--- src/rtl/epl_corr_bank.sv ---
module epl_corr_bank #(
  parameter int NCH = 4,
  parameter int SW  = 2,
  parameter int AW  = 16,
  localparam int CHB = (NCH > 1) ? $clog2(NCH) : 1,
  localparam int RAW = CHB + 3
) (
  input  logic              clk,
  input  logic              rst_n,
  input  logic [NCH-1:0]    smp_vld,
  input  logic [NCH*SW-1:0] smp_i,
  input  logic [NCH*SW-1:0] smp_q,
  input  logic [NCH-1:0]    code_e,
  input  logic [NCH-1:0]    code_p,
  input  logic [NCH-1:0]    code_l,
  input  logic [NCH-1:0]    code_wrap,
  input  logic              rd_en,
  input  logic [RAW-1:0]    rd_addr,
  output logic [AW-1:0]     rd_data,
  output logic [NCH-1:0]    new_data
);

  localparam logic signed [AW:0] MAXV = {2'b00, {(AW-1){1'b1}}};
  localparam logic signed [AW:0] MINV = {2'b11, {(AW-1){1'b0}}};

  logic [NCH-1:0][5:0][AW-1:0] acc_q;
  logic [NCH-1:0][5:0][AW-1:0] hold_q;

  for (genvar c = 0; c < NCH; c++) begin : g_ch
    logic clr_rd;
    assign clr_rd = rd_en && rd_addr[2:0] == 3'd2 && rd_addr[RAW-1:3] == CHB'(c);

    always_ff @(posedge clk or negedge rst_n)
      if (!rst_n)            new_data[c] <= 1'b0;
      else if (code_wrap[c]) new_data[c] <= 1'b1;
      else if (clr_rd)       new_data[c] <= 1'b0;

    for (genvar k = 0; k < 6; k++) begin : g_arm
      logic [SW-1:0]          s;
      logic                   cb;
      logic [SW:0]            mag;
      logic signed [AW:0]     term, base, sum;
      logic [AW-1:0]          nxt;

      assign s    = (k % 2 == 1) ? smp_q[c*SW +: SW] : smp_i[c*SW +: SW];
      assign cb   = (k / 2 == 0) ? code_e[c] : (k / 2 == 1) ? code_p[c] : code_l[c];
      assign mag  = (({1'b0, s} << 1) | (SW+1)'(1)) & {1'b0, {SW{1'b1}}};
      assign term = (s[SW-1] ^ cb) ? -$signed((AW+1)'(mag)) : $signed((AW+1)'(mag));
      assign base = code_wrap[c] ? '0 : $signed({acc_q[c][k][AW-1], acc_q[c][k]});
      assign sum  = base + (smp_vld[c] ? term : '0);
      assign nxt  = (sum > MAXV) ? MAXV[AW-1:0] : (sum < MINV) ? MINV[AW-1:0] : sum[AW-1:0];

      always_ff @(posedge clk or negedge rst_n)
        if (!rst_n) begin
          acc_q[c][k]  <= '0;
          hold_q[c][k] <= '0;
        end else begin
          acc_q[c][k] <= nxt;
          if (code_wrap[c]) hold_q[c][k] <= acc_q[c][k];
        end
    end
  end

  always_comb begin
    rd_data = '0;
    for (int c = 0; c < NCH; c++)
      for (int k = 0; k < 6; k++)
        if (rd_addr[RAW-1:3] == CHB'(c) && rd_addr[2:0] == 3'(k))
          rd_data = hold_q[c][k];
  end

endmodule

--- config.mk ---
export PLATFORM = sky130hd
export DESIGN_NAME = epl_corr_bank
export DESIGN_NICKNAME = d
export VERILOG_FILES = /design/src/rtl/epl_corr_bank.sv
export SDC_FILE = /design/constraint.sdc
export NUM_CORES = 2
export LEC_CHECK = 0
export ABC_AREA = 1
export CAP_MARGIN = 15
export CORE_AREA = 2 2 341 343
export CTS_BUF_LIST = sky130_fd_sc_hd__clkbuf_8
export DETAILED_ROUTE_END_ITERATION = 12
export DIE_AREA = 0 0 343 345
export DONT_BUFFER_PORTS = 1
export GPL_TIMING_DRIVEN = 0
export PLACE_DENSITY_LB_ADDON = 0.25
export SLEW_MARGIN = 20
export SYNTH_ARGS = -nofsm -noshare
export SYNTH_HDL_FRONTEND = slang
export SYNTH_SLANG_ARGS = --single-unit
--- constraint.sdc ---
create_clock -name clk -period 7.2 [get_ports clk]
set_input_delay 0.72 -clock clk [delete_from_list [all_inputs] [get_ports clk]]
set_output_delay 0.72 -clock clk [all_outputs]
set_load 0.005 [all_outputs]
# Word level (Yosys, flattened, before mapping)
# Cells that the tools add are included.
# Widths: inputs -> output; s select.
totals:
  input_bits: 44
  wordCells: 351
  reg_bits: 772
  out_inout_bits: 20
op_classes:
  muxes: 152
  reduce_logical: 35
  n_eq_ne: 8
  bitwise: 24
  order_cmp: 48
  n_addsub: 32
op_table:
  columns: ["operator", "count"]
  rows:
  - ["$mux 17", 72]
  - ["$mux 16", 72]
  - ["$add 17x17->17", 24]
  - ["$gt 17x16->1 const B", 24]
  - ["$lt 17x16->1 const B", 24]
  - ["$neg 2->17", 8]
  - ["$logic_and 1x1->1", 29]
  - ["$xor 1x1->1", 24]
  - ["$mux 1", 8]
  - ["$reduce_bool 2->1", 4]
  - ["$eq 3x2->1 const B", 2]
  - ["$eq 3x3->1 const B", 2]
  - ["$eq 2x2->1 const B", 2]
  - ["$eq 3x1->1 const B", 1]
  - ["$logic_not 3->1", 1]
  - ["$eq 2x1->1 const B", 1]
  - ["$logic_not 2->1", 1]

# Logic depth before layout (Yosys ltp)
depth:
  ltp_word: 26
  ltp_mapped: 18
  ltp_nobuf: 18

# Worst setup path before layout
# No wires, ideal clock.
synth_path:
  path_type: "input to register"
  start: "input port code_wrap[2]"
  end: "register acc_q[262] (netlist bit)"
  path_stages: 17
  setup_slack_ns: 3.654
  arrival_time_ns: 3.424
  required_time_ns: 7.078
  setup_ns: 0.122
  n_path_buf: 4
  cell_sequence: "clkbuf_1 -> clkbuf_1 -> clkbuf_1 -> nor2_1 -> ha_1 -> fa_1 -> a21oi_1 -> o21bai_2 -> a21oi_1 -> o21bai_2 -> nand3_1 -> o2111ai_1 -> nand2_1 -> a22oi_2 -> nor2_4 -> buf_6 -> o21ai_2"
synth_between:
  elab_chain_len: 5
  word_cells_on_any_way: 6
  classes_between: "1 x add/sub; 2 x order compare; 3 x mux"
synth_rtl:
  columns: ["element", "line", "source"]
  rows:
  - ["start: declaration", "16", "input logic [NCH-1:0] code_wrap,"]
  - ["$mux 17 (*)", "49", "assign base = code_wrap[c] ? '0 : $signed({acc_q[c][k][AW-1], acc_q[c][k]});"]
  - ["$add 17x17->17 (*)", "50", "assign sum = base + (smp_vld[c] ? term : '0);"]
  - ["$lt 17x16->1", "51", "assign nxt = (sum > MAXV) ? MAXV[AW-1:0] : (sum < MINV) ? MINV[AW-1:0] : sum[AW-1:0];"]
  - ["$mux 16", "51", null]
  - ["$mux 16 (*)", "51", null]
  - ["via g_ch[2].g_arm[4].nxt[6]", "43", "logic [AW-1:0] nxt;"]
  - ["end signal: indexed assignment", "58", "acc_q[c][k] <= nxt;"]
  - ["end: declaration", "26", "logic [NCH-1:0][5:0][AW-1:0] acc_q;"]
# The timed path passes the listed nets; every way through them passes the cells marked *.
# A chain may end at the register's enable or synchronous reset.

# Final worst setup path
layout_path:
  start: "input port rd_addr[1]"
  end: "output port rd_data[14]"
layout_between:
  elab_chain_len: 26
  word_cells_on_any_way: 54
  classes_between: "5 x eq/ne; 24 x mux; 25 x reduce/logical"
layout_rtl:
  columns: ["element", "line", "source"]
  rows:
  - ["start: declaration", "18", "input logic [RAW-1:0] rd_addr,"]
  - ["$logic_not 3->1", "68", "if (rd_addr[RAW-1:3] == CHB'(c) && rd_addr[2:0] == 3'(k))"]
  - ["$logic_and 1x1->1", "68", null]
  - ["$mux 16 (23 in a row)", "68", null]
  - ["$mux 16 (*)", "68", null]
  - ["end: declaration", "19", "output logic [AW-1:0] rd_data,"]
# Every way passes the cells marked *; elsewhere a longest branch is shown, timed or not.

==> metrics.yaml <==
detailedPlacementHpwl_microns: 105000
outcome: "finished, final reports clean"
finalClockSkew_ns: 0.0270
global_route.overflow_total: 0
die_area_sq_um: 118000
synth_top_family_by_area: "compound AO/OA/AOI/OAI gates"
critical-path-top-delay-family: "simple AND/OR/NAND/NOR gates"
synth_enable_flop_cells: 0
die_w_microns: 343
cts-htree-levels: 4
setup_violations: 0
post_synth_inst_count: 6317
net-switching-power_uw: 8280
peakVddDrop_mv: 0.182
layout_common_cells: "1098 x sky130_fd_sc_hd__nand2_1, 892 x sky130_fd_sc_hd__inv_1, 772 x sky130_fd_sc_hd__dfrtp_1"
antenna_left: 0
predominant_post_synthesis_flop_cell: "sky130_fd_sc_hd__dfrtp_1"
final_area_sq_um: 56500
post_cts_resized: 0
worst_setup_path_category: "input pin to output pin"
cp.buffers_inverters: 1
timing_hold_violations_final: 0
finalWeightedCongestion: 0.951
netlist_area_sq_um: 51200
via_count_of_the_first_global_routing_pass: 41700
compound_gate_portion_of_the_synthesized_area_pct: 19.4
nets: 6930
max_cap_viol_count: 0
proportion_of_synthesized_chip_area_in_sequential_cells_pct: 37.7
number_of_fillers_in_the_final_layout: 11300
clockPowerShare_pct: 22.5
leakage_uw: 0.0268
final_layout_size_suffix_gt1_share_pct: 12.2
mostFrequentLayoutCell: "sky130_fd_sc_hd__nand2_1"
synthToLayoutAreaGrowth_pct: 10.3
yosys.area_share.adder_pct: 10.3
synth_simple_gate_area_share_pct: 17.4
ff_latch_count_synth: 772
worst-endpoint-arrival_ns: 4.03
clk_transition_reported_paths_ns: 0.06
drv_slew: 0
grt_first_pass_wirelength_microns: 225000
overall_global_routing_usage_pct: 23.7
routed_wire_length_per_instance_microns: 17.3
internal-power_uw: 11800
final.hold.worst_slack_ns: 0.139
worstMarginPinSlew_ns: 0.907
via_per_inst: 5.21
dpl-instance-area_sq_um: 53300
tritoncts: "done"
drt_drc_violations_left: 0
power.sequential.fraction_pct: 35.9
power_density_nw_per_um2: 355
io_pins: 64
avgSynthCellArea_sq_um: 8.11
dr_total_vias: 42300
cts_root_buffer: "sky130_fd_sc_hd__clkbuf_8"
worst_path_largest_cell_delay_ns: 0.65
sw_frac_of_total_pct: 41.3
maxClockFrequency_mhz: 210
post-cts-setup-buffers: 0
setup.worst_path.start_class: "input pin"
synth_nets: 6769
cp_data_required_time_ns: 6.48
hold_path.class: "input pin to flip-flop"
unrepaired_setup_endpoints_after_global_routing: "false"
final_min_period_over_clock_period_pct: 66.0
tritoncts_num_sinks: 772
worst_path_max_delay_cell: "sky130_fd_sc_hd__nor3_1"
std_cell_rows: 125
placement.io_buffers: 0
synthArstFlopShare_pct: 100
firstDrtPassIters: 6
antenna_violations_before_repair: 3
cts-buffers-inserted: 145
yosys.cell_types.count: 37
crit_path_max_fanout: 10
route.final.wire_length_microns: 140000
totalNegativeSetupSlack_ns: 0
floorplan.die.height_microns: 345
initial_util_pct: 44.5
multiInputGateArea_sq_um: 27600
cts-root-to-sink-buffers: 3
sequential_cell_area_sq_um: 19300
clock_latency_ns: 0.85
drt_iter0_markers: 2678
placeableCoreArea_sq_um: 115000
critPathMostFrequentCell: "sky130_fd_sc_hd__nand4_1"
timing.final.crit_period_ns: 4.75
critical_path.endpoint_type: "output pin"
yosys-mux-area-fraction_pct: 0
maxSlewHeadroom_pct: 39.6
post_synth_xor_area_fraction_pct: 6.59
synth_warnings: 0
combinational_share_of_power_pct: 41.7
grt_max_degree: 773
crit_chain: "nor2_4 > nand2_1 > nor2_2 > buf_2 > nand2_1 > nand4_1 > nand2_1 > nand4_1 > nor3_1 > nand4_1 > nor2_1 > nand4_1 > nand2_1 > nand4_1"
-- final timing paths --
| path | from | end | slack, ns | cells after the start |
|---|---|---|---|---|
| setup / recovery | rd_addr[1] | rd_data[14] | 2.45 | 14 |
| hold / removal | smp_vld[0] | acc_q[80]$_DFF_PN0_ | 0.14 | 3 |
| setup reg to reg | acc_q[176]$_DFF_PN0_ | acc_q[185]$_DFF_PN0_ | 4.34 | 15 |
| hold reg to reg | acc_q[203]$_DFF_PN0_ | hold_q[203]$_DFFE_PN0P_ | 0.48 | 2 |
| max in group asynchronous | rst_n | acc_q[338]$_DFF_PN0_ | 4.59 | 5 |
| min in group asynchronous | rst_n | acc_q[25]$_DFF_PN0_ | 0.32 | 2 |
-- metrics by stage --
| stage | worst slack (ns) | std cells | util [%] | total power, uW |
|---|---|---|---|---|
| after floorplan | 3.65 | 6317 | - | 13300 |
| after global placement | 2.40 | 7841 | 46.2 | 15200 |
| after detailed placement | 2.39 | 7848 | 46.3 | 15500 |
| after CTS | 2.40 | 8100 | 48.9 | 20000 |
| after global routing | 2.45 | 8111 | 49.1 | 21600 |
| final | 2.45 | 8112 | 49.1 | 20000 |
-- cells in the mapped netlist (26+ instances only) --
cell type                  count  area share [%]
sky130_fd_sc_hd__clkbuf_1    139             1.0
sky130_fd_sc_hd__nor3_1      122             1.2
sky130_fd_sc_hd__a21oi_1     453             4.4
sky130_fd_sc_hd__nand3_1     102             1.0
sky130_fd_sc_hd__inv_1       853             6.3
sky130_fd_sc_hd__xnor2_1     120             2.1
sky130_fd_sc_hd__dfrtp_1     772              38
sky130_fd_sc_hd__nor2_4       32            0.70
sky130_fd_sc_hd__xor2_1      217             3.7
sky130_fd_sc_hd__nor2_1      648             4.7
sky130_fd_sc_hd__o21ai_0     632             6.2
sky130_fd_sc_hd__a21oi_2      28            0.48
sky130_fd_sc_hd__nand2_1    1098             8.0
sky130_fd_sc_hd__o21ai_2     240             4.1
sky130_fd_sc_hd__o211ai_1     48            0.70
sky130_fd_sc_hd__o21bai_2     48             1.1
sky130_fd_sc_hd__buf_6        48             1.1
sky130_fd_sc_hd__nor2_2       26            0.32
sky130_fd_sc_hd__nand4_1      79            0.96
sky130_fd_sc_hd__ha_1        384             9.4
sky130_fd_sc_hd__nand2_2      26            0.32
-- cell families (layout without fill, tap and decap cells) --
group / Yosys count / count (layout)
flip-flops: 772 / 772
buffers and inverters: 1068 / 1334
AND/OR/NAND/NOR: 2138 / 2138
AO/OA/AOI/OAI: 1570 / 1570
other: 0 / 5
adder cells (fa/ha/maj): 408 / 408
XOR/XNOR: 361 / 361
-- power groups by stage --
| stage | clock network (uW) | registers (uW) | logic [uW] |
|---|---|---|---|
| detailed placement | 0 | 7240 | 8220 |
| global route | 4790 | 7380 | 9440 |
| finish | 4510 | 7190 | 8350 |
| CTS | 4590 | 7180 | 8270 |
| floorplan | 0 | 6840 | 6450 |
| global placement | 0 | 7210 | 8040 |
-- worst min-delay path, delay by kind of cell --
| kind | cells | cell delay (ns) |
|---|---|---|
| AND/OR/NAND/NOR | 1 | 0.06 |
| adder cells (fa/ha/maj) | 1 | 0.11 |
| AO/OA/AOI/OAI | 1 | 0.07 |
-- routing by layer --
layer  share of wire, %  global-route usage, %  vias to the layer above
met5             0.0079                      0                        -
met4                3.0                   8.34                        2
met3                4.0                   3.16                      223
met2                 47                   38.6                      834
met1                 46                   32.4                    20100
li1                   -                      -                    21100
-- sequential cells by signal (all words and copies together), names as in the netlist --
register,flops
hold_q,384
acc_q,384
new_data,4
-- layout make-up --
cell class,instances,area share [%]
sequential,772,34.2
clock buffer,176,4.29
clock inverter,76,1.02
antenna,5,0.0222
buffer,198,1.99
inverter,870,5.79
timing repair buffer,14,0.483
multi-input combinational,4477,48.8
tap,1524,3.38
Power figures use the tool's default switching activity.
